===== config.mk =====
export PLATFORM = sky130hd
export DESIGN_NAME = mbus_rtc_regs
export DESIGN_NICKNAME = d
export VERILOG_FILES = /design/src/rtl/mbr_pkg.sv /design/src/rtl/mbr_bus_ctrl.sv /design/src/rtl/mbr_clear_timer.sv /design/src/rtl/mbr_store.sv /design/src/rtl/mbus_rtc_regs.sv
export SDC_FILE = /design/constraint.sdc
export NUM_CORES = 1
export LEC_CHECK = 0
export BUFFER_PORTS_ARGS = -buffer_cell sky130_fd_sc_hd__buf_2
export CORE_ASPECT_RATIO = 0.6
export CORE_MARGIN = 2
export CORE_UTILIZATION = 52
export CTS_CLUSTER_SIZE = 12
export DETAILED_ROUTE_END_ITERATION = 8
export HOLD_SLACK_MARGIN = 0.06
export PLACE_DENSITY = 0.68
export SLEW_MARGIN = 10
export SYNTH_ARGS = -nofsm -noshare
export SYNTH_HDL_FRONTEND = slang
export SYNTH_HIERARCHICAL = 1
export SYNTH_SLANG_ARGS = --single-unit

===== constraint.sdc =====
create_clock -name clk -period 6.2 [get_ports clk]
set_clock_uncertainty 0.1 [all_clocks]
set_input_delay 0 -clock clk [delete_from_list [all_inputs] [get_ports clk]]
set_output_delay 0 -clock clk [all_outputs]
set_load 0.05 [all_outputs]

===== src/rtl/mbr_pkg.sv =====
package mbr_pkg;
   typedef enum logic {
      BUS_STROBES = 1'b0,
      BUS_DIRSEL  = 1'b1
   } bus_kind_e;

   localparam int MBR_REG_RATE   = 10;
   localparam int MBR_REG_STATUS = 12;
   localparam int MBR_REG_VALID  = 13;
   localparam int MBR_USER_BASE  = 14;
endpackage


===== src/rtl/mbr_bus_ctrl.sv =====
module mbr_bus_ctrl
   import mbr_pkg::*;
#(
   parameter int ADDR_W = 7,
   parameter int DATA_W = 8
) (
   input  logic              clk,
   input  logic              rst_n,
   input  logic [DATA_W-1:0] ad_in,
   input  logic              as_i,
   input  logic              ds_i,
   input  logic              rw_i,
   input  logic              ce_n,
   input  logic              bus_mot,
   output logic [ADDR_W-1:0] addr_o,
   output logic              we_o,
   output logic [DATA_W-1:0] wdata_o,
   output logic              rd_o
);
   initial assert (ADDR_W < DATA_W) else $fatal(1, "address must fit in the bus");

   logic as_q, ds_q, rw_q;
   logic [ADDR_W-1:0] addr_q;
   bus_kind_e kind;

   assign kind = bus_kind_e'(bus_mot);

   always_ff @(posedge clk or negedge rst_n) begin
      if (!rst_n) begin
         as_q   <= 1'b0;
         ds_q   <= 1'b0;
         rw_q   <= 1'b1;
         addr_q <= '0;
      end else begin
         as_q <= as_i;
         ds_q <= ds_i;
         rw_q <= rw_i;
         if (as_q && !as_i) addr_q <= ad_in[ADDR_W-1:0];
      end
   end

   logic commit;
   always_comb begin
      if (kind == BUS_DIRSEL) begin
         commit = ds_q && !ds_i && !rw_i;
         rd_o   = !ce_n && ds_i && rw_i;
      end else begin
         commit = !rw_q && rw_i;
         rd_o   = !ce_n && !ds_i;
      end
   end

   assign we_o    = rst_n && !ce_n && commit;
   assign wdata_o = ad_in;
   assign addr_o  = addr_q;


   addr_hold_chk: assert property (@(posedge clk) disable iff (!rst_n)
      (as_q == as_i) |=> $stable(addr_q));
endmodule


===== src/rtl/mbr_clear_timer.sv =====
module mbr_clear_timer #(
   parameter int CLR_TICKS = 103
) (
   input  logic clk,
   input  logic rst_n,
   input  logic tick,
   input  logic clr_n,
   output logic fill_o
);
   localparam int CW = $clog2(CLR_TICKS + 1);
   localparam logic [CW-1:0] LAST = CW'(CLR_TICKS - 1);
   localparam logic [CW-1:0] FULL = CW'(CLR_TICKS);

   initial assert (CLR_TICKS >= 1) else $fatal(1, "clear needs at least one tick");

   logic [CW-1:0] cnt_q;
   logic tick_q;
   logic tick_rise;

   assign tick_rise = tick && !tick_q;

   always_ff @(posedge clk or negedge rst_n) begin
      if (!rst_n) begin
         cnt_q  <= '0;
         tick_q <= 1'b0;
      end else begin
         tick_q <= tick;
         if (clr_n) cnt_q <= '0;
         else if (tick_rise && cnt_q != FULL) cnt_q <= cnt_q + 1'b1;
      end
   end

   assign fill_o = !clr_n && tick_rise && (cnt_q == LAST);


   cnt_bound_chk: assert property (@(posedge clk) disable iff (!rst_n)
      cnt_q <= FULL);

   cnt_restart_chk: assert property (@(posedge clk) disable iff (!rst_n)
      clr_n |=> (cnt_q == '0));
endmodule


===== src/rtl/mbr_store.sv =====
module mbr_store
   import mbr_pkg::*;
#(
   parameter int ADDR_W = 7,
   parameter int DATA_W = 8
) (
   input  logic              clk,
   input  logic              rst_n,
   input  logic              we,
   input  logic [ADDR_W-1:0] addr,
   input  logic [DATA_W-1:0] wdata,
   input  logic              fill,
   input  logic              ro_a7,
   input  logic [DATA_W-1:0] ro_c,
   input  logic [DATA_W-1:0] ro_d,
   output logic [DATA_W-1:0] rdata
);
   localparam int NUM_BYTES = 1 << ADDR_W;
   localparam logic [DATA_W-1:0] RATE_MASK = {1'b0, {(DATA_W-1){1'b1}}};

   initial assert (NUM_BYTES > MBR_USER_BASE) else $fatal(1, "no room for user bytes");

   logic [DATA_W-1:0] mem [NUM_BYTES];

   always_ff @(posedge clk) begin
      for (int i = 0; i < NUM_BYTES; i++) begin
         if (fill && i >= MBR_USER_BASE)
            mem[i] <= '1;
         else if (we && int'(addr) == i && i != MBR_REG_STATUS && i != MBR_REG_VALID)
            mem[i] <= (i == MBR_REG_RATE) ? (wdata & RATE_MASK) : wdata;
      end
   end

   always_comb begin
      case (int'(addr))
         MBR_REG_STATUS: rdata = ro_c;
         MBR_REG_VALID:  rdata = ro_d;
         MBR_REG_RATE:   rdata = {ro_a7, mem[MBR_REG_RATE][DATA_W-2:0]};
         default:        rdata = mem[addr];
      endcase
   end


   fill_top_chk: assert property (@(posedge clk) disable iff (!rst_n)
      fill |=> (mem[NUM_BYTES-1] == '1));

   ctrl_keep_chk: assert property (@(posedge clk) disable iff (!rst_n)
      (fill && !we) |=> (mem[0] == $past(mem[0])));

   write_land_chk: assert property (@(posedge clk) disable iff (!rst_n)
      (we && !fill && int'(addr) == MBR_USER_BASE) |=> (mem[MBR_USER_BASE] == $past(wdata)));
endmodule


===== src/rtl/mbus_rtc_regs.sv =====
module mbus_rtc_regs #(
   parameter int ADDR_W    = 7,
   parameter int DATA_W    = 8,
   parameter int CLR_TICKS = 103
) (
   input  logic              clk,
   input  logic              rst_n,
   input  logic [DATA_W-1:0] ad_in,
   output logic [DATA_W-1:0] ad_out,
   output logic              ad_oe,
   input  logic              as_i,
   input  logic              ds_i,
   input  logic              rw_i,
   input  logic              ce_n,
   input  logic              bus_mot,
   input  logic              clr_n,
   input  logic              tick,
   input  logic              ro_a7,
   input  logic [DATA_W-1:0] ro_c,
   input  logic [DATA_W-1:0] ro_d
);
   logic [ADDR_W-1:0] addr;
   logic              we, rd, fill;
   logic [DATA_W-1:0] wdata, rdata;

   mbr_bus_ctrl #(.ADDR_W(ADDR_W), .DATA_W(DATA_W)) u_ctrl (
      .clk(clk), .rst_n(rst_n), .ad_in(ad_in), .as_i(as_i), .ds_i(ds_i),
      .rw_i(rw_i), .ce_n(ce_n), .bus_mot(bus_mot), .addr_o(addr),
      .we_o(we), .wdata_o(wdata), .rd_o(rd)
   );

   mbr_clear_timer #(.CLR_TICKS(CLR_TICKS)) u_clr (
      .clk(clk), .rst_n(rst_n), .tick(tick), .clr_n(clr_n), .fill_o(fill)
   );

   mbr_store #(.ADDR_W(ADDR_W), .DATA_W(DATA_W)) u_store (
      .clk(clk), .rst_n(rst_n), .we(we), .addr(addr), .wdata(wdata),
      .fill(fill), .ro_a7(ro_a7), .ro_c(ro_c), .ro_d(ro_d), .rdata(rdata)
   );

   always_ff @(posedge clk or negedge rst_n) begin
      if (!rst_n) begin
         ad_oe  <= 1'b0;
         ad_out <= '0;
      end else begin
         ad_oe  <= rd;
         ad_out <= rd ? rdata : '0;
      end
   end


   oe_needs_ce_chk: assert property (@(posedge clk) disable iff (!rst_n)
      ce_n |=> !ad_oe);
endmodule


[After elaboration in Yosys (flattened, before gate mapping)]
Memories as Yosys holds them, arrays and structs flattened.
Cells that the tools add are included.
Storage, ports and cells
  logic and storage cells: 934
  register bits after elaboration: 27
  bits in writable memories: 1024
  memories: 1
Memory list
  u_store.mem: depth 128, width 8, read ports 2, clocked after memory_dff 0, write ports 115, line mbr_store.sv:23  | logic [DATA_W-1:0] mem [NUM_BYTES];
Operators by class
  muxes and demuxes: 521
  add/subtract/negate cells: 1
  equality and inequality tests: 130
  reductions and logical operators: 159
  bitwise operators: 114
Operators by type and width (count)
  $mux 8: 126
  $eq 7x7->1 const B: 65
  $mux 1: 381
  $eq 7x6->1 const B: 32
  $logic_and 1x1->1: 139
  $or 1x1->1: 114
  $eq 7x5->1 const B: 14
  $mux 7: 13
  $reduce_or 8->1: 11
  $eq 7x4->1 const B: 11
  $eq 7x3->1 const B: 4
  $pmux 8 s3: 1
  $eq 7x2->1 const B: 2
  $add 7x1->7 const B: 1
  $eq 7x1->1 const B: 1
  $logic_not 1->1: 7
  $logic_not 7->1: 1
  $ne 7x7->1 const B: 1
  $reduce_bool 2->1: 1

[Logic depth before layout (Yosys ltp)]
Gate-level depths: netlist of the first run.
  depth in word-level cells: 20
  depth in mapped cells: 13
  mapped depth without buffers: 8

[Cells and area by module]
The synthesis of the first run kept the hierarchy.
By module, submodules not included
  mbr_store: cells an instance 3121, area an instance 46877.5 um^2, instances 1, seq. area each 30239.0 um^2
  mbr_clear_timer: cells an instance 48, area an instance 471.7 um^2, instances 1, seq. area each 200.2 um^2
  mbr_bus_ctrl: cells an instance 34, area an instance 462.9 um^2, instances 1, seq. area each 251.5 um^2
  mbus_rtc_regs: cells an instance 17, area an instance 275.3 um^2, instances 1, seq. area each 225.2 um^2

[Worst setup path before layout of the first run]
No wires, ideal clock.
  kind: reg-to-reg
  from: register u_ctrl.rw_q
  to: memory u_store.mem[101][0], enable pin
  path buffers: 3
  period minus slack after synthesis: 2763 ps
  stages on the path, launching flop included: 8
  arrival: 2289 ps
  path slack: 3437 ps
  path through: dfstp_2 -> or3b_1 -> a21oi_1 -> clkbuf_1 -> buf_1 -> nand3_1 -> clkbuf_1 -> o21bai_1
RTL lines
  start, declared: line mbr_bus_ctrl.sv:22  | logic as_q, ds_q, rw_q;
  start signal, assigned: line mbr_bus_ctrl.sv:37  | rw_q <= rw_i;
  end, declared: line mbr_store.sv:23

==> results of run 1 <==
## final cells by class
type / instances / area, um^2 / share of cell area (%)
tap: 1232 / 1540 / 2.98
inverter: 5 / 18.8 / 0.0363
clock buffer: 143 / 2680 / 5.19
multi-input combinational: 1774 / 15500 / 29.9
antenna: 1 / 2.50 / 0.00484
timing repair buffer: 131 / 1020 / 1.96
sequential: 1034 / 30900 / 59.8
clock inverter: 8 / 75.1 / 0.145
## flip-flops by register name (all words and copies together), names as in the netlist
signal         cells
u_store/mem     1007
ad_out             8
u_clr/cnt_q        7
u_ctrl/addr_o      7
ad_oe              1
u_clr/tick_q       1
u_ctrl/as_q        1
u_ctrl/ds_q        1
u_ctrl/rw_q        1
## final timing paths
| kind | cells after the start | slack, ps | from | to |
|---|---|---|---|---|
| hold / removal | 2 | 70 | ad_in[7] | u_store/mem[47][7] |
| min in group asynchronous | 4 | 530 | rst_n | u_ctrl/addr_o[2] |
| max in group asynchronous | 4 | 5100 | rst_n | u_ctrl/rw_q |
| setup / recovery | 4 | 1010 | u_ctrl/addr_o[3] | u_store/mem[61][2] |
| hold reg to reg | 2 | 480 | u_clr/cnt_q[1] | u_clr/cnt_q[1] |
| setup reg to reg | 4 | 1010 | u_ctrl/addr_o[3] | u_store/mem[61][2] |
## cells in the mapped netlist (19+ instances only)
library cell               number
sky130_fd_sc_hd__nand3_1       34
sky130_fd_sc_hd__mux2_2        20
sky130_fd_sc_hd__or2_2         23
sky130_fd_sc_hd__nand2b_1      75
sky130_fd_sc_hd__a22oi_1       56
sky130_fd_sc_hd__edfxtp_1    1007
sky130_fd_sc_hd__dfrtp_1       26
sky130_fd_sc_hd__buf_4         24
sky130_fd_sc_hd__nand2_1       50
sky130_fd_sc_hd__o21bai_1     107
sky130_fd_sc_hd__nor3_1        19
sky130_fd_sc_hd__mux2i_1      115
sky130_fd_sc_hd__nor2_1        34
sky130_fd_sc_hd__or3_1        830
sky130_fd_sc_hd__mux4_2       211
sky130_fd_sc_hd__o22ai_1       31
sky130_fd_sc_hd__clkbuf_1     323
sky130_fd_sc_hd__buf_2         40
## report_power, final
part	switching (mW)	internal (mW)	total, mW
sequential	0.0976	7.58	7.68
clock	2.52	3.00	5.52
combinational	0.943	0.408	1.35
## routing by layer
metal | share of wire [%] | global-route usage, %
met1 | 41 | 44.4
met4 | 2.3 | 6.72
met2 | 42 | 39.4
met5 | 0.018 | 0
met3 | 14 | 8.69
## worst max-delay path, stage by stage (launching register included)
cell and delay, ps:
sky130_fd_sc_hd__dfrtp_4 990, sky130_fd_sc_hd__nand2_1 780, sky130_fd_sc_hd__nor2_2 870, sky130_fd_sc_hd__nand2_2 890, sky130_fd_sc_hd__o21bai_1 1140
## logic make-up (layout without fill, tap and decap cells)
kind of cell / count (synthesis) / count (layout) / synth area share, %
adders and majority gates: 2 / 2 / 0.0520
DFF: 1034 / 1034 / 64.3
and+or+nand+nor: 1134 / 1134 / 14.3
AOI/OAI and AO/OA: 283 / 283 / 4.31
muxes: 355 / 355 / 13.2
buffers and inverters: 412 / 287 / 3.77
other: 0 / 1 / 0
## per-stage QoR
stage | worst slack [ps] | utilization, % | std cells | power (mW)
final | 1010 | 56.4 | 4328 | 14.5
after global routing | 1020 | 56.4 | 4327 | 14.9
after global placement | 1300 | 53.0 | 4144 | 9.11
after floorplan | 3440 | - | 3220 | 8.72
after CTS | 1240 | 56.4 | 4327 | 14.6
after detailed placement | 1260 | 53.0 | 4144 | 9.12
## what timing repair did
action                                  in CTS  in global routing
endpoints found under the setup margin       0                  0
hold buffers                                32                  0
endpoints found under the hold margin      297                  0
==> impl_metrics.sql, run 1 <==
INSERT INTO impl_metrics (metric_group, metric, value, unit) VALUES
('timing', 'finalHoldViolations', '0', ''),
('critical_path', 'critPathArrivalTime', '5380', 'ps'),
('detailed_routing', 'drt_drc_violations_left', '0', ''),
('critical_path', 'cp_data_required_time', '6390', 'ps'),
('finish', 'layout_common_cells', 'sky130_fd_sc_hd__edfxtp_1, sky130_fd_sc_hd__or3_1, sky130_fd_sc_hd__mux4_2, sky130_fd_sc_hd__mux2i_1, sky130_fd_sc_hd__o21bai_1', ''),
('clock_network', 'cts.clk_slew.worst_paths', '60', 'ps'),
('clock_network', 'cts_tree', 'done', ''),
('detailed_routing', 'detail_route.wirelength', '136000', 'um'),
('critical_path', 'worstPathMaxFanout', '48', ''),
('synth', 'synth_warnings', '6', ''),
('synth', 'cell_area_after_technology_mapping', '48100', 'um^2'),
('synth', 'number_of_enable_flip_flop_cells_after_synthesis', '1007', ''),
('clock_network', 'htreeDepth', '3', ''),
('synth', 'synth_ff_type', 'sky130_fd_sc_hd__edfxtp_1', ''),
('synth', 'syn-num-nets', '3256', ''),
('placed_design', 'dpl_cell_area', '48600', 'um^2'),
('timing', 'fin_crit_sh', '83.7', '%'),
('finish', 'most_common_library_cell_in_the_layout_ignoring_fill_and_taps', 'sky130_fd_sc_hd__edfxtp_1', ''),
('synth', 'synth.largest_area_cell', 'sky130_fd_sc_hd__edfxtp_1', ''),
('synth', 'ys_top_cells_by_area', 'sky130_fd_sc_hd__edfxtp_1, sky130_fd_sc_hd__or3_1, sky130_fd_sc_hd__mux4_2', ''),
('synth', 'syn-mean-instance-area', '14.9', 'um^2'),
('timing', 'worst_pin_slew', '1320', 'ps'),
('detailed_routing', 'detail_route.first_pass.iterations', '6', ''),
('floorplanning', 'floorplan.die.height', '240', 'um'),
('floorplanning', 'dieWidth', '397', 'um'),
('clock_network', 'ctsResizeCount', '0', ''),
('finish', 'stdcell_area', '51700', 'um^2'),
('critical_path', 'end_kind', 'register', ''),
('timing', 'finalCriticalPeriod', '5190', 'ps'),
('finish', 'final_layout_size_suffix_gt1_share', '16.3', '%'),
('floorplanning', 'placeable_core_area', '91700', 'um^2'),
('synth', 'ys_seq_elements', '1034', ''),
('timing', 'max-slew-margin-rel', '11.5', '%'),
('clock_network', 'deepest_clock_path_buffer_count', '3', ''),
('synth', 'netlist_instances', '3220', ''),
('timing', 'maxSlewViolCount', '0', ''),
('detailed_routing', 'drc_marker_count_from_the_first_detailed_route_iteration', '4512', ''),
('synth', 'synth-async-reset-ratio', '2.61', '%'),
('power_and_ir_drop', 'power.leakage', '17.4', 'nW'),
('run_status', 'outcome', 'finished, final reports clean', ''),
('placed_design', 'detailed_place_hpwl', '82400', 'um'),
('clock_network', 'clock-root-buffer', 'sky130_fd_sc_hd__clkbuf_16', ''),
('floorplanning', 'total_die_area', '95000', 'um^2'),
('timing', 'setup_viol_count_final', '0', ''),
('finish', 'num-fill-cells', '7024', ''),
('placed_design', 'io_buffer_count', '42', ''),
('critical_path', 'path_class', 'register to register', ''),
('synth', 'post_synth_num_cell_types', '70', ''),
('placed_design', 'place_congestion', '0.918', ''),
('floorplanning', 'starting_density_of_the_core', '52.5', '%'),
('detailed_routing', 'routed_wire_length_per_instance', '31.5', 'um'),
('hold_path', 'hp-class', 'input port to register', ''),
('finish', 'finalNetCount', '3080', ''),
('detailed_routing', 'ant_nets', '0', ''),
('clock_network', 'number_of_post_cts_setup_repair_buffers', '0', ''),
('power_and_ir_drop', 'cellPowerDensity', '281', 'nW/um^2'),
('timing', 'setup_repair_after_global_routing_missed_its_margin', 'false', ''),
('synth', 'synthDominantCellAreaShare', '62.9', '%'),
('clock_network', 'clock-sinks', '1034', ''),
('floorplanning', 'ioPinCount', '43', ''),
('clock_network', 'numCtsBuffers', '98', ''),
('detailed_routing', 'overall_via_count_from_detail_route', '30000', ''),
('global_routing', 'grt_start_max_net_pins', '129', ''),
('clock_network', 'clock_latency', '690', 'ps'),
('critical_path', 'worstSetupStartpointType', 'register', ''),
('global_routing', 'globalRouteOverflowTotal', '0', ''),
('floorplanning', 'rows', '86', ''),
('global_routing', 'grt_pass1_vias', '28500', ''),
('detailed_routing', 'drt-vias-per-instance', '6.93', ''),
('global_routing', 'globalRouteTotalUtil', '28.6', '%'),
('power_and_ir_drop', 'vdd_drop_max', '0.203', 'mV'),
('global_routing', 'antenna_found_initial', '4', ''),
('synth', 'synth_seq_area_share', '64.3', '%'),
('timing', 'timing.fmax', '193', 'MHz'),
('finish', 'area_growth_syn_to_layout', '7.58', '%'),
('global_routing', 'grt_pass1_wl', '199000', 'um'),
('timing', 'worst_hold_slack', '74.8', 'ps'),
('timing', 'setup_tns', '0', 'ps'),
('flow_run', 'max_cap_viol_count', '0', '');
No activity file was read; power rests on OpenSTA's default activity.
==> run 2, diff against run 1 <==
--- a/config.mk
+++ b/config.mk
@@ -12,7 +12,7 @@
 export CTS_CLUSTER_SIZE = 12
 export DETAILED_ROUTE_END_ITERATION = 8
 export HOLD_SLACK_MARGIN = 0.06
-export PLACE_DENSITY = 0.68
+export PLACE_DENSITY = 0.7
 export SLEW_MARGIN = 10
 export SYNTH_ARGS = -nofsm -noshare
 export SYNTH_HDL_FRONTEND = slang
==> constraint.sdc (replaced) <==
create_clock -name clk -period 4.3 [get_ports clk]
set_clock_uncertainty 0.1 [all_clocks]
set_input_delay 0 -clock clk [delete_from_list [all_inputs] [get_ports clk]]
set_output_delay 0 -clock clk [all_outputs]
set_load 0.05 [all_outputs]
==> impl_metrics.sql, run 2 (synthesis gave the netlist of run 1 again) <==
INSERT INTO impl_metrics (metric_group, metric, value, unit) VALUES
('clock_network', 'ctsResizeCount', '0', ''),
('power_and_ir_drop', 'vdd_drop_max', '0.286', 'mV'),
('floorplanning', 'total_die_area', '95000', 'um^2'),
('clock_network', 'clock-sinks', '1034', ''),
('timing', 'finalCriticalPeriod', '3760', 'ps'),
('floorplanning', 'starting_density_of_the_core', '52.5', '%'),
('finish', 'multi_input_comb_area', '15400', 'um^2'),
('finish', 'biggestRegsByFlops', 'u_store/mem: 1007 flops, ad_out: 8 flops', ''),
('timing', 'setup_repair_after_global_routing_missed_its_margin', 'false', ''),
('hold_path', 'hp-class', 'input port to register', ''),
('timing', 'setup_tns', '0', 'ps'),
('critical_path', 'path_cells', 'buf_4 -> nor2b_1 -> nand3_2 -> buf_4 -> o21bai_1', ''),
('detailed_routing', 'detail_route.wirelength', '136000', 'um'),
('flow_run', 'max_cap_viol_count', '0', ''),
('timing', 'finalHoldViolations', '0', ''),
('finish', 'most_common_library_cell_in_the_layout_ignoring_fill_and_taps', 'sky130_fd_sc_hd__edfxtp_1', ''),
('clock_network', 'number_of_post_cts_setup_repair_buffers', '0', ''),
('placed_design', 'io_buffer_count', '42', ''),
('timing', 'fin_crit_sh', '87.5', '%'),
('global_routing', 'grt_pass1_wl', '200000', 'um'),
('critical_path', 'critPathMaxStageDelay', '930', 'ps'),
('critical_path', 'worstPathMaxFanout', '56', ''),
('power_and_ir_drop', 'power.leakage', '18.2', 'nW'),
('timing', 'worst_pin_slew', '1220', 'ps'),
('clock_network', 'htreeDepth', '3', ''),
('timing', 'maxSlewViolCount', '0', ''),
('clock_network', 'numCtsBuffers', '97', ''),
('global_routing', 'globalRouteTotalUtil', '28.7', '%'),
('critical_path', 'timing.critical_path.slowest_stage_cell', 'sky130_fd_sc_hd__o21bai_1', ''),
('global_routing', 'globalRouteOverflowTotal', '0', ''),
('floorplanning', 'ioPinCount', '43', ''),
('timing', 'setup_viol_count_final', '0', ''),
('finish', 'finalCoreUtilization', '57.6', '%'),
('run_status', 'outcome', 'finished, final reports clean', ''),
('global_routing', 'grt_start_max_net_pins', '129', ''),
('floorplanning', 'rows', '86', ''),
('timing', 'max-slew-margin-rel', '18.7', '%'),
('critical_path', 'end_kind', 'register', ''),
('floorplanning', 'placeable_core_area', '91700', 'um^2'),
('power_and_ir_drop', 'cellPowerDensity', '396', 'nW/um^2'),
('finish', 'largest_register_by_flop_count', 'u_store/mem', ''),
('critical_path', 'critPathArrivalTime', '3960', 'ps'),
('finish', 'finalNetCount', '3231', ''),
('floorplanning', 'floorplan.die.height', '240', 'um'),
('detailed_routing', 'drc_marker_count_from_the_first_detailed_route_iteration', '4535', ''),
('clock_network', 'cts_tree', 'done', ''),
('detailed_routing', 'detail_route.first_pass.iterations', '7', ''),
('placed_design', 'detailed_place_hpwl', '84600', 'um'),
('finish', 'final_layout_size_suffix_gt1_share', '19.8', '%'),
('floorplanning', 'dieWidth', '397', 'um'),
('critical_path', 'cp_data_required_time', '4500', 'ps'),
('finish', 'layout_common_cells', 'sky130_fd_sc_hd__edfxtp_1, sky130_fd_sc_hd__or3_1, sky130_fd_sc_hd__mux4_2, sky130_fd_sc_hd__buf_4, sky130_fd_sc_hd__mux2i_1', ''),
('finish', 'num-fill-cells', '6885', ''),
('finish', 'regArea', '30900', 'um^2'),
('critical_path', 'path_class', 'register to register', ''),
('finish', 'largest_reg_flops', '1007', ''),
('global_routing', 'antenna_found_initial', '3', ''),
('global_routing', 'grt_pass1_vias', '29100', ''),
('detailed_routing', 'drt_drc_violations_left', '0', ''),
('placed_design', 'place_congestion', '0.967', ''),
('clock_network', 'deepest_clock_path_buffer_count', '3', ''),
('critical_path', 'worstSetupStartpointType', 'register', ''),
('finish', 'area_growth_syn_to_layout', '9.90', '%'),
('detailed_routing', 'routed_wire_length_per_instance', '30.4', 'um'),
('detailed_routing', 'drt-vias-per-instance', '6.78', ''),
('timing', 'timing.fmax', '266', 'MHz'),
('detailed_routing', 'overall_via_count_from_detail_route', '30300', ''),
('critical_path', 'crit_top_cell', 'sky130_fd_sc_hd__buf_4', ''),
('clock_network', 'clock_latency', '700', 'ps'),
('clock_network', 'cts.clk_slew.worst_paths', '60', 'ps'),
('detailed_routing', 'ant_nets', '0', ''),
('clock_network', 'clock-root-buffer', 'sky130_fd_sc_hd__clkbuf_16', '');
run 2: cell count changes in the layout (fill, tap and decap cells not counted), sizes merged:
cell,previous run,this run
inv,8,9
clkinv,4,2
buf,99,245
dlygate4sd3,32,38
bufinv,1,0
clkbuf,143,136
run 2: critical path: cells and delay by family (launching register included):
kind	cells	cell delay [ps]
AOI/OAI and AO/OA	1	930
DFF	1	830
buffers and inverters	2	750
and+or+nand+nor	2	700
run 2: per-stage QoR:
step	power, mW	hold slack (ps)	setup WS [ps]	area [um^2]	std cells
floorplan	12.6	-396	1540	48100	3220
global placement	13.2	-19.0	553	49800	4290
detailed placement	13.2	0.510	568	49800	4290
CTS	20.9	68.9	553	52800	4470
global route	21.4	153	346	52800	4470
finish	20.9	129	538	52800	4471
run 2: final timing paths:
check / end / depth (start not counted) / slack [ps] / startpoint
worst max register to register: u_store/mem[78][0] / 5 / 540 / u_ctrl/addr_o[1]
max in group asynchronous: u_ctrl/addr_o[0] / 4 / 3340 / rst_n
worst min-delay path: ad_out[3] / 8 / 130 / ro_d[3]
worst max-delay path: u_store/mem[78][0] / 5 / 540 / u_ctrl/addr_o[1]
min in group asynchronous: u_clr/cnt_q[1] / 4 / 390 / rst_n
worst min register to register: u_clr/cnt_q[6] / 2 / 500 / u_clr/cnt_q[6]
run 2: power by group:
group,switching (mW),leakage (nW),internal (mW),total [mW]
Combinational,1.37,4.91,0.672,2.05
Sequential,0.124,12.0,10.9,11.1
Clock,3.62,1.29,4.19,7.81
Total,5.11,18.2,15.8,20.9
run 2: layout make-up:
| cell class | instances | area share, % |
|---|---|---|
| diodes | 1 | 0.00474 |
| clock buffers | 136 | 4.97 |
| multi-input cells | 1774 | 29.2 |
| clock inverters | 6 | 0.0829 |
| repair buffers | 283 | 4.25 |
| inverters | 5 | 0.0355 |
| well taps | 1232 | 2.92 |
| flip-flops and latches | 1034 | 58.5 |
run 2: timing repair:
| action | 4_1_cts | 5_1_grt |
|---|---|---|
| endpoints found under the setup margin | 0 | 0 |
| hold endpoints to repair | 138 | 0 |
| hold buffers | 38 | 0 |
run 2: layer usage:
layer	share of wire [%]	vias up	global-route usage [%]
met1	41	15500	44.0
met3	15	227	9.05
met4	2.4	2	7.12
li1	-	12500	-
met5	0.042	-	0.459
met2	42	2064	39.6
